[config.mk]
export PLATFORM = sky130hd
export DESIGN_NAME = pwin_cfg
export DESIGN_NICKNAME = d
export VERILOG_FILES = /design/src/rtl/pwin_pkg.sv /design/src/rtl/pwin_group.sv /design/src/rtl/pwin_cfg.sv
export SDC_FILE = /design/constraint.sdc
export NUM_CORES = 1
export LEC_CHECK = 0
export ABC_AREA = 1
export ABC_CLOCK_PERIOD_IN_PS = 6970
export BUFFER_PORTS_ARGS = -buffer_cell sky130_fd_sc_hd__buf_4
export CAP_MARGIN = 20
export CORE_MARGIN = 2
export CORE_UTILIZATION = 35
export CTS_CLUSTER_SIZE = 30
export DETAILED_ROUTE_END_ITERATION = 8
export GPL_TIMING_DRIVEN = 0
export PLACE_DENSITY = 0.52
export SLEW_MARGIN = 15
export SYNTH_ARGS = -nofsm -noshare
export SYNTH_HDL_FRONTEND = slang
export SYNTH_SLANG_ARGS = --single-unit
[constraint.sdc]
create_clock -name clk_i -period 6.97 [get_ports clk_i]
set_input_delay 1.0455 -clock clk_i [delete_from_list [all_inputs] [get_ports clk_i]]
set_output_delay 1.0455 -clock clk_i [all_outputs]
set_load 0.02 [all_outputs]
[src/rtl/pwin_pkg.sv]
package pwin_pkg;
  typedef enum logic [2:0] {
    FS_OUT_BASE = 3'd0,
    FS_OUT_CNT  = 3'd1,
    FS_SET_BASE = 3'd2,
    FS_SET_CNT  = 3'd3,
    FS_SS_BASE  = 3'd4,
    FS_SS_CNT   = 3'd5,
    FS_SS_OPT   = 3'd6,
    FS_NONE     = 3'd7
  } field_e;

  localparam int unsigned NUM_GRP = 3;
  localparam int unsigned GRP_SS  = 2;
endpackage

[src/rtl/pwin_group.sv]
module pwin_group #(
  parameter int unsigned PINS    = 8,
  parameter int unsigned DW      = 4,
  parameter int unsigned BW      = 3,
  parameter int unsigned CW      = 4,
  parameter int unsigned CNT_MIN = 1,
  parameter int unsigned CNT_RST = 8
) (
  input  logic          clk_i,
  input  logic          rst_ni,
  input  logic          base_we_i,
  input  logic          cnt_we_i,
  input  logic          refit_i,
  input  logic [DW-1:0] data_i,
  input  logic [CW-1:0] cnt_max_i,
  output logic [BW-1:0] base_o,
  output logic [CW-1:0] cnt_o,
  output logic          clamp_o
);
  localparam int unsigned EW = DW + 1;
  localparam logic [EW-1:0] PINS_X = EW'(PINS);
  localparam logic [EW-1:0] TOP_X  = EW'(PINS - 1);
  localparam logic [EW-1:0] MIN_X  = EW'(CNT_MIN);

  logic [BW-1:0] base_q, base_d;
  logic [CW-1:0] cnt_q, cnt_d;
  logic [EW-1:0] data_x, base_x, cnt_x, max_x;
  logic [EW-1:0] req_base, room, lim, req_cnt;

  assign data_x = EW'(data_i);
  assign base_x = EW'(base_q);
  assign cnt_x  = EW'(cnt_q);
  assign max_x  = EW'(cnt_max_i);

  always_comb begin
    base_d   = base_q;
    cnt_d    = cnt_q;
    clamp_o  = 1'b0;
    req_base = (data_x > TOP_X) ? TOP_X : data_x;
    // room left above the base that will hold after this edge
    room     = PINS_X - (base_we_i ? req_base : base_x);
    lim      = (max_x < room) ? max_x : room;
    req_cnt  = (data_x < MIN_X) ? MIN_X : data_x;
    if (req_cnt > lim) req_cnt = lim;

    if (base_we_i) begin
      base_d = BW'(req_base);
      if (cnt_x > lim) cnt_d = CW'(lim);
      clamp_o = (req_base != data_x) || (cnt_x > lim);
    end else if (cnt_we_i) begin
      cnt_d   = CW'(req_cnt);
      clamp_o = (req_cnt != data_x);
    end else if (refit_i) begin
      if (cnt_x > lim) begin
        cnt_d   = CW'(lim);
        clamp_o = 1'b1;
      end
    end
  end

  always_ff @(posedge clk_i or negedge rst_ni) begin
    if (!rst_ni) begin
      base_q <= '0;
      cnt_q  <= CW'(CNT_RST);
    end else begin
      base_q <= base_d;
      cnt_q  <= cnt_d;
    end
  end

  assign base_o = base_q;
  assign cnt_o  = cnt_q;
endmodule

[src/rtl/pwin_cfg.sv]
module pwin_cfg #(
  parameter int unsigned PINS   = 8,
  parameter int unsigned DW     = 4,
  parameter int unsigned SS_MAX = 5,
  localparam int unsigned BW    = $clog2(PINS),
  localparam int unsigned CW    = $clog2(PINS + 1)
) (
  input  logic          clk_i,
  input  logic          rst_ni,
  input  logic          wr_en_i,
  input  logic [2:0]    wr_sel_i,
  input  logic [DW-1:0] wr_data_i,
  input  logic          clr_flag_i,
  output logic [BW-1:0] out_base_o,
  output logic [CW-1:0] out_cnt_o,
  output logic [BW-1:0] set_base_o,
  output logic [CW-1:0] set_cnt_o,
  output logic [BW-1:0] ss_base_o,
  output logic [CW-1:0] ss_cnt_o,
  output logic          ss_opt_o,
  output logic          clamped_o
);
  import pwin_pkg::*;

  logic [BW-1:0] base_arr  [NUM_GRP];
  logic [CW-1:0] cnt_arr   [NUM_GRP];
  logic [NUM_GRP-1:0] clamp_vec;
  logic          opt_q, opt_we, opt_nxt, flag_q;
  logic [CW-1:0] ss_max;

  assign opt_we  = wr_en_i && (field_e'(wr_sel_i) == FS_SS_OPT);
  assign opt_nxt = opt_we ? wr_data_i[0] : opt_q;
  assign ss_max  = opt_nxt ? CW'(SS_MAX - 1) : CW'(SS_MAX);

  for (genvar g = 0; g < NUM_GRP; g++) begin : g_grp
    localparam bit IS_SS = (g == GRP_SS);
    logic          base_we, cnt_we;
    logic [CW-1:0] cnt_max;

    assign base_we = wr_en_i && (wr_sel_i == 3'(2 * g));
    assign cnt_we  = wr_en_i && (wr_sel_i == 3'(2 * g + 1));
    assign cnt_max = IS_SS ? ss_max : CW'(PINS);

    pwin_group #(
      .PINS    (PINS),
      .DW      (DW),
      .BW      (BW),
      .CW      (CW),
      .CNT_MIN (IS_SS ? 0 : 1),
      .CNT_RST (IS_SS ? 0 : PINS)
    ) u_grp (
      .clk_i     (clk_i),
      .rst_ni    (rst_ni),
      .base_we_i (base_we),
      .cnt_we_i  (cnt_we),
      .refit_i   (IS_SS ? opt_we : 1'b0),
      .data_i    (wr_data_i),
      .cnt_max_i (cnt_max),
      .base_o    (base_arr[g]),
      .cnt_o     (cnt_arr[g]),
      .clamp_o   (clamp_vec[g])
    );
  end

  always_ff @(posedge clk_i or negedge rst_ni) begin
    if (!rst_ni) begin
      opt_q  <= 1'b0;
      flag_q <= 1'b0;
    end else begin
      opt_q <= opt_nxt;
      // a clamping write wins over a clear in the same cycle
      if (|clamp_vec)      flag_q <= 1'b1;
      else if (clr_flag_i) flag_q <= 1'b0;
    end
  end

  assign out_base_o = base_arr[0];
  assign out_cnt_o  = cnt_arr[0];
  assign set_base_o = base_arr[1];
  assign set_cnt_o  = cnt_arr[1];
  assign ss_base_o  = base_arr[GRP_SS];
  assign ss_cnt_o   = cnt_arr[GRP_SS];
  assign ss_opt_o   = opt_q;
  assign clamped_o  = flag_q;
endmodule

# Word level (Yosys, flattened, before mapping)

Index checks and enable logic that the tools add are counted.
Widths: inputs -> output; s select.

Bits of input ports: 11
Logic and storage cells: 87
Flip-flop bits (word level): 23
Output and inout port bits: 23

Muxes and demuxes: 34
Add/sub/neg operators: 3
Equal/unequal tests: 12
Order comparisons: 12
Reduce and logical (&&, ||, !) cells: 18

Operator list:

| operator            | count |
|---|---|
| $mux 4              | 14 |
| $mux 5              | 8 |
| $gt 4x5->1          | 4 |
| $ne 5x4->1          | 4 |
| $sub 4x5->5 const A | 3 |
| $mux 1              | 12 |
| $gt 5x5->1          | 2 |
| $lt 4x5->1 const A  | 2 |
| $eq 3x3->1 const B  | 3 |
| $lt 4x1->1 const B  | 2 |
| $logic_and 1x1->1   | 7 |
| $eq 3x2->1 const B  | 2 |
| $reduce_bool 2->1   | 3 |
| $lt 3x5->1          | 1 |
| $gt 4x3->1 const B  | 1 |
| $ne 2x2->1 const B  | 2 |
| $reduce_and 2->1    | 2 |
| $eq 3x1->1 const B  | 1 |
| $logic_not 3->1     | 1 |
| $logic_or 1x1->1    | 3 |
| $reduce_bool 3->1   | 1 |
| $reduce_or 3->1     | 1 |

# Longest topological paths before layout

Gate-level depths: netlist of the first run.

Word-level depth: 13
Gate-level depth with buffers: 26
Mapped depth without buffers: 26

# Cells and area by module

Synthesis of the first run repeated with hierarchy kept, for this count alone.

Cell total of the unflattened synthesis: 493
Area total of the unflattened synthesis: 3,264.4 um2

Modules (own cells, without submodules):

| module                      | area each (um2) | times used | seq. area each (um2) | cells each |
|---|---|---|---|---|
| pwin_group (g_grp[1].u_grp) | 1,043.5         | 1          | 176.4                | 152 |
| pwin_group (g_grp[0].u_grp) | 1,033.5         | 1          | 176.4                | 155 |
| pwin_group (g_grp[2].u_grp) | 1,012.2         | 1          | 175.2                | 154 |
| pwin_cfg                    | 175.2           | 1          | 50.0                 | 32 |

# Least setup slack after synthesis of the first run

No wires, ideal clock.

Kind: input to register
From: in wr_data_i[1]
To: reg flag_q, in the netlist clamped_o
Setup slack: 3.440 ns
Arrival: 3.411 ns
Required time: 6.851 ns
Path buffers: 1
Stages: 21
Library setup time: 0.119 ns
Path through: buf_2 nor2_1 nand3_1 nand2_1 ha_1 inv_1 nand3_1 nand2_1 nand2_1 inv_1 ha_1 nand2_1 inv_1 o21ai_0 o211ai_1 o21ai_0 inv_1 a31oi_1 nand2_1 a21oi_1 nand2_1

Longest elaborated chain between the ends: 13
Elaborated cells on any way between the ends: 45
Those cells by class: add/sub (3); order compare (12); eq/ne (4); mux (21); reduce/logical (5)

RTL lines:

| what                                        | RTL line                           | text |
|---|---|---|
| from (decl)                                 | pwin_cfg.sv:12                     | `input logic [DW-1:0] wr_data_i,` |
| $gt 4x3->1                                  | pwin_group.sv:39                   | `req_base = (data_x > TOP_X) ? TOP_X : data_x;` |
| $mux 4                                      | pwin_group.sv:39                   |  |
| $mux 5 or $mux 4 (tied branches)            | pwin_group.sv:41                   | `room = PINS_X - (base_we_i ? req_base : base_x);` |
| $sub 4x5->5                                 | pwin_group.sv:41                   |  |
| $lt 4x5->1 or $lt 3x5->1 (tied branches)    | pwin_group.sv:42                   | `lim = (max_x < room) ? max_x : room;` |
| $mux 5                                      | pwin_group.sv:42                   |  |
| $gt 5x5->1, or another cell as far along    | pwin_group.sv:44                   | `if (req_cnt > lim) req_cnt = lim;` |
| $mux 5 or $mux 1 (tied branches)            | pwin_group.sv:44, pwin_group.sv:54 |  |
| $ne 5x4->1 or $mux 1 (tied branches)        | pwin_group.sv:52, pwin_group.sv:53 |  |
| $mux 1                                      | pwin_group.sv:50                   | `end else if (cnt_we_i) begin` |
| $mux 1                                      | pwin_group.sv:46                   | `if (base_we_i) begin` |
| $reduce_or 3->1 *                           | pwin_cfg.sv:72                     | `if (\|clamp_vec) flag_q <= 1'b1;` |
| $mux 1 or $reduce_bool 2->1 (tied branches) | n/a                                |  |
| to (signal assigned)                        | pwin_cfg.sv:68                     | `flag_q <= 1'b0;` |
| to (signal assigned)                        | pwin_cfg.sv:72                     |  |
| to (signal assigned)                        | pwin_cfg.sv:73                     | `else if (clr_flag_i) flag_q <= 1'b0;` |
| to (decl)                                   | pwin_cfg.sv:28                     | `logic opt_q, opt_we, opt_nxt, flag_q;` |

Every way passes the cells marked *; elsewhere a longest branch is shown, timed or not.
A chain may end at the register's enable or synchronous reset.

# Worst setup path after layout of the first run

Same ends and word-level chain as after synthesis.

==> impl_metrics.ini, run 1 <==
[run_status]
outcome = finished clean

[power_and_ir_drop]
power_density_nw_per_um2 = 294.6
power_mw = 0.8604
vdd_drop_max_mv = 0.1278
power.leakage_nw = 1.542

[global_route]
gr-usage-met3_pct = 2.146
grt_util_met1_pct = 24.63
met2_usage_pct = 30.35
grt_pass1_vias = 2388
grt_overflow = 0
track_usage_pct = 18.16
grt_start_max_net_pins = 24
top_usage_layer = met2
grt_pass1_wl_um = 11100
antenna_found_initial = 0

[synth]
synthArstFlopShare_pct = 100.0
yosys_warnings = 0
ys_top_cells_by_area = dfrtp_1 (21%), nand2_1 (14%), ha_1 (13%)
netlist_area_um2 = 2504
ys.flop_type = dfrtp_1
yosysMostFrequentCell = nand2_1
yosys.area.top_type_share_pct = 20.99
synth_edf_count = 0
synth_area_leader_cell = dfrtp_1
synth_area_per_cell_um2 = 6.748
yosysUniqueCellTypes = 34
yosysSeqAreaShare_pct = 23.09
ys_top_cells_by_count = nand2_1 (94), inv_1 (49), nand3_1 (38), ha_1 (27), nor2_1 (24)
ys_ff_latch = 23
syn_inst = 371

[timing]
finalCriticalPeriod_ns = 3.977
finalClockSkew_ns = 0.001961
rsz0062_at_grt = false
drv_slew = 0
relSlewSlack_pct = 53.75
final_hold_viol_count = 0
finalCritPeriodShare_pct = 57.06
worst_pin_slew_ns = 0.6865
max_freq_mhz = 251.5
holdWs_ns = 0.5302
final-setup-viol-count = 0
tns_ns = 0
worst_slack_ns = 2.993

[clock_tree]
cts_hold_buf = 0
post_cts.repair.setup_buffers = 0
cts_tree = built
clkTransAtPathRegs_ns = 0.10
clkLatencyLatePin_ns = 0.28
htreeDepth = 1
cts_repair_resize_count = 0
cts_sinks = 23
ctsRootBufferMaster = clkbuf_8
cts_inserted_buffers = 3
clockBufferDepth = 2

[floorplan]
die_w_um = 88.58
design.core.area_um2 = 6869
io_pins = 34
die-height_um = 88.58
start_util_pct = 36.45
design.die.area_um2 = 7846
fp-row-count = 30

[final_layout]
diodes = 0
seqCellArea_um2 = 578.1
num-nets-final = 448
fillers = 765
fin_cells = 505
multi_input_area_um2 = 1698
utilization_pct = 42.51
final_cell_area_um2 = 2920
drive_above_1_share_pct = 20.54
area_growth_pct = 16.64

[drt]
ant_nets = 0
post_drt_wl_per_cell_um = 13.47
avgViaCountPerCell = 4.937
drt_first_pass_iters = 4
vias = 2493
drt-initial-drc-count = 85
wl_um = 6801
drc = 0

[setup_path]
slowest_stage = o21ai_0
cp.buffers_inverters = 5
path_delay_family = simple AND/OR/NAND/NOR gates
cp.arrival_ns = 4.15
cp-start-kind = primary input
critPathMaxFanout = 9
cpMostUsedCell = nand2_1
required_ns = 7.15
setup.worst_path.class = primary input to register
reg2reg_slack_ns = 4.03
startpoint = wr_data_i[1]
r2r_end = clamped_o$_DFFE_PN0P_
crit_path_end_kind = register
reg2reg_depth = 17
crit_path_cell_trace = buf_4, buf_2, nor2_1, nand3_1, nand2_1, ha_1, inv_1, nand3_1, nand2_1, nand2_1, inv_1, ha_1, nand3_1, o21ai_0, inv_1, o21bai_1, nand2_1, a21oi_1, nand2_1
rr_startpoint = g_grp[2].u_grp.base_o[1]$_DFFE_PN0N_
critPathMaxStageDelay_ns = 0.56

[place]
hpwl_um = 5243
pre_cts_ws_ns = 2.745
place_congestion = 0.8180
port_buffers = 33
dp.cells = 501
dpl_cell_area_um2 = 2875

[min_path]
min_path_type = register to register
hold_start = ss_opt_o$_DFF_PN0_
min_delay_path_depth = 2
worstHoldEndpoint = ss_opt_o$_DFF_PN0_

[run]
drv_cap = 0
[placed cells by master, fill, tap and decap left out, types with 3 or more instances in the layout]
cell type | synthesis | routed
ha_1 | 27 | 27
clkbuf_8 | 0 | 3
o21ai_0 | 12 | 12
nand2_2 | 21 | 21
inv_1 | 49 | 49
o21ai_1 | 5 | 5
clkbuf_1 | 4 | 5
a21oi_1 | 16 | 16
nand4_1 | 10 | 10
buf_4 | 0 | 33
nand2_1 | 94 | 94
nor2_2 | 3 | 3
nor2_4 | 3 | 3
nand2_4 | 4 | 4
inv_2 | 6 | 6
nand3_1 | 38 | 38
dfrtp_1 | 21 | 21
o211ai_1 | 6 | 6
nor2_1 | 24 | 24
a31oi_1 | 6 | 6
[where the power goes]
group | leakage [nW] | total, mW | internal (mW) | switching, mW
sequential | 0.260 | 0.218 | 0.182 | 0.0362
clock | 0.0228 | 0.0946 | 0.0411 | 0.0535
combinational | 1.26 | 0.548 | 0.215 | 0.332
[routing by layer]
layer	up-vias	share of wire [%]
met3	7	3.0
met5	-	0
li1	1301	-
met1	1147	49
met4	0	1.4
met2	38	46
[worst max-delay path by stage]
| stage | end | cells past startpoint |
|---|---|---|
| floorplan | clamped_o$_DFFE_PN0P_ | 21 |
| global placement | clamped_o$_DFFE_PN0P_ | 19 |
| detailed placement | clamped_o$_DFFE_PN0P_ | 19 |
| CTS | clamped_o$_DFFE_PN0P_ | 19 |
| global route | clamped_o$_DFFE_PN0P_ | 22 |
| finish | clamped_o$_DFFE_PN0P_ | 19 |
[worst register-to-register path: stages, from the launching register on]
cell and delay (ns):
dfrtp_1 0.39, inv_1 0.05, nand2_1 0.04, nand2_1 0.12, ha_1 0.20, inv_1 0.06
nand3_1 0.07, nand2_1 0.11, nand2_1 0.11, inv_1 0.09, ha_1 0.30, nand3_1 0.09
o21ai_0 0.56, inv_1 0.21, o21bai_1 0.18, nand2_1 0.07, a21oi_1 0.11, nand2_1 0.06
[registers in the layout, indices dropped and copies added, names as in the netlist]
| name | count |
|---|---|
| g_grp.u_grp.base_o | 9 |
| g_grp.u_grp.cnt_o | 12 |
| ss_opt_o | 1 |
| clamped_o | 1 |
[layout make-up]
class                      count  area share (%)
buffer                         6          0.8569
sequential                    23           19.79
timing repair buffer          33           8.483
multi-input combinational    288           58.14
clock buffer                   4           1.542
inverter                      55           7.069
tap                           96           4.113
[cell families after synthesis]
group / after synthesis / synth area share [%]
fa+ha+maj: 27 / 13.49
simple gates: 204 / 40.53
compound gates: 55 / 13.49
buf+inv: 61 / 9.245
other cells: 1 / 0.1498
flops: 23 / 23.09
No activity file was read; power rests on OpenSTA's default activity.
==> inputs of run 2 (changes only) <==
ABC_AREA = 0   (was 1)
ABC_CLOCK_PERIOD_IN_PS = 3800   (was 6970)
clock period = 3.8 ns   (was 6.97 ns; I/O delays follow)
==> run 2 against run 1 <==
Compared with the run above: design area shrank 2.2%; critical endpoint unchanged; global-route usage rose by 0.85 points; combinational power rose by 77%; final cell count is 19% lower; setup slack got worse by 2.8 ns; synthesized cell count down 25%; die area is 9.9% lower; first-iteration DRC count grew to 3.0 times the previous value; hold slack got worse by 0.35 ns.
==> impl_metrics.ini, run 2 <==
[run_status]
outcome = finished clean

[global_route]
grt_overflow = 0
grt_pass1_wl_um = 10730
antenna_found_initial = 0
grt_start_max_net_pins = 24
track_usage_pct = 19.01
grt_pass1_vias = 2046

[timing]
final-setup-viol-count = 0
final_hold_viol_count = 0
worst_pin_slew_ns = 0.8940
finalCriticalPeriod_ns = 3.586
drv_slew = 0
finalCritPeriodShare_pct = 94.36
tns_ns = 0
max_freq_mhz = 278.9
holdWs_ns = 0.1817
finalClockSkew_ns = 0.001086
relSlewSlack_pct = 39.94

[power_and_ir_drop]
pwr-share-seq_pct = 27.3
power_mw = 1.569
clkPwrFrac_pct = 10.8
vdd_drop_max_mv = 0.2873
p_switching_mw = 0.7056
power.leakage_nw = 1.298
switching_share_pct = 44.96
power_density_nw_per_um2 = 549.3
power.internal_mw = 0.8636
pwr-share-comb_pct = 61.9

[synth]
ys_ff_latch = 23
ys_top_cells_by_count = nor2_1 (30), a21oi_1 (27), ha_1 (27), nand2_1 (24), dfrtp_1 (21)
synthArstFlopShare_pct = 100.0
yosys.area.top_type_share_pct = 23.41
yosysSeqAreaShare_pct = 25.75
ys.flop_type = dfrtp_1
synth_edf_count = 0
yosysMostFrequentCell = nor2_1
yosys_warnings = 0
synth_area_leader_cell = dfrtp_1
ys_top_cells_by_area = dfrtp_1 (23%), ha_1 (15%), a21oi_1 (6.0%)
synth_area_per_cell_um2 = 8.074
syn_inst = 278
yosysUniqueCellTypes = 49
netlist_area_um2 = 2245

[clock_tree]
cts_tree = built
clockBufferDepth = 2
clkLatencyLatePin_ns = 0.28
htreeDepth = 1
ctsRootBufferMaster = clkbuf_8
cts_inserted_buffers = 3
clkTransAtPathRegs_ns = 0.10
cts_hold_buf = 0
cts_sinks = 23

[setup_path]
path_depth = 18
reg2reg_depth = 13
critPathMaxFanout = 10
required_ns = 3.94
setup.worst_path.class = primary input to register
rr_startpoint = g_grp[0].u_grp.base_o[0]$_DFFE_PN0N_
slowest_stage = nor4bb_1
cpMostUsedCell = buf_4
r2r_end = g_grp[0].u_grp.cnt_o[0]$_DFFE_PN0P_
crit_path_cell_trace = buf_4, buf_6, nor4bb_4, buf_4, nor2_1, a21oi_2, inv_1, ha_1, o21a_2, buf_4, ha_1, a211oi_1, o21ai_1, o211ai_1, a211o_1, o311ai_1, nor4bb_1, nand4_1
path_delay_family = compound AO/OA/AOI/OAI gates
cp-start-kind = primary input
cp.arrival_ns = 3.72
reg2reg_slack_ns = 0.73
cp.buffers_inverters = 5
critPathMaxStageDelay_ns = 0.31
crit_path_end_kind = register

[drt]
wl_um = 6763
post_drt_wl_per_cell_um = 16.58
drt_first_pass_iters = 5
avgViaCountPerCell = 5.387
ant_nets = 0
drt-initial-drc-count = 253
drc = 0
vias = 2198

[floorplan]
design.core.area_um2 = 6277
design.die.area_um2 = 7070
fp-row-count = 29
die-height_um = 84.09
die_w_um = 84.09
start_util_pct = 35.76
io_pins = 34

[place]
port_buffers = 31
place_congestion = 0.8298
hpwl_um = 4918

[run]
drv_cap = 0

[final_layout]
seqCellArea_um2 = 578.1
drive_above_1_share_pct = 27.19
area_growth_pct = 27.26
multi_input_area_um2 = 1612
fillers = 653
num-nets-final = 370
final_cell_mix = buf_4 (49), nor2_1 (29), ha_1 (24)
diodes = 0
largest_register_ffs = 12
final_common_cell = buf_4

[min_path]
min_path_type = primary input to async pin
==> run 2: cell count changes in the layout (fill, tap and decap cells not counted), sizes merged, moves of 8 or more <==
cell	delta
a21oi	+11
buf	+20
inv	-36
mux2	+8
nand2	-95
nand3	-39
==> run 2: through the flow <==
stage | worst slack (ns) | instances | utilization, % | area, um^2
after CTS | 0.005525 | 391 | 42.08 | 2641
after global placement | -0.6088 | 387 | 41.06 | 2577
final | 0.2143 | 408 | 45.51 | 2856
after floorplan | 0.05443 | 279 | - | 2248
after detailed placement | -0.5983 | 387 | 41.06 | 2577
after global routing | -0.02398 | 408 | 45.51 | 2856
==> run 2: repair_timing <==
| item | 4_1_cts | 5_1_grt |
|---|---|---|
| cloned | 0 | 0 |
| pin swaps | 1 | 6 |
| resized for setup | 6 | 24 |
| endpoints found under the setup margin | 5 | 11 |
| buffers inserted | 0 | 17 |
==> run 2: worst max path at each step <==
| stage | start | endpoint |
|---|---|---|
| floorplan | wr_sel_i[1] | clamped_o$_DFFE_PN0P_ |
| global placement | wr_sel_i[0] | clamped_o$_DFFE_PN0P_ |
| detailed placement | wr_sel_i[0] | clamped_o$_DFFE_PN0P_ |
| CTS | wr_sel_i[0] | clamped_o$_DFFE_PN0P_ |
| global route | wr_sel_i[0] | clamped_o$_DFFE_PN0P_ |
| finish | wr_sel_i[0] | clamped_o$_DFFE_PN0P_ |
==> run 2: cell families after synthesis <==
family	after synthesis	synth area share [%]
XOR/XNOR	4	1.561
AO/OA/AOI/OAI	81	22.02
multiplexers	16	8.138
other	1	0.1671
adder cells (fa/ha/maj)	27	15.05
buffers and inverters	33	6.354
AND/OR/NAND/NOR	93	20.96
flip-flops	23	25.75
==> run 2: layout make-up <==
class | count | area share [%]
timing repair buffer | 48 | 12.61
clock buffer | 4 | 1.577
multi-input combinational | 223 | 56.42
inverter | 20 | 2.628
buffer | 13 | 3.154
tap | 77 | 3.373
sequential | 23 | 20.24
==> run 2: power groups by stage <==
stage	Clock [mW]	Sequential (mW)	Combinational, mW
after CTS	0.174	0.428	0.918
after floorplan	0	0.524	0.514
after global placement	0	0.430	0.894
after global routing	0.186	0.444	1.09
after detailed placement	0	0.433	0.907
final	0.170	0.428	0.971
==> run 2: routing by layer <==
layer,global-route usage [%],share of wire [%],routed length [um],up-vias
met5,0,0,0,-
li1,-,-,-,1110
met2,29.51,45,3063,72
met3,2.671,6.4,431,10
met4,5.718,1.3,89,0
met1,27.25,47,3178,1006
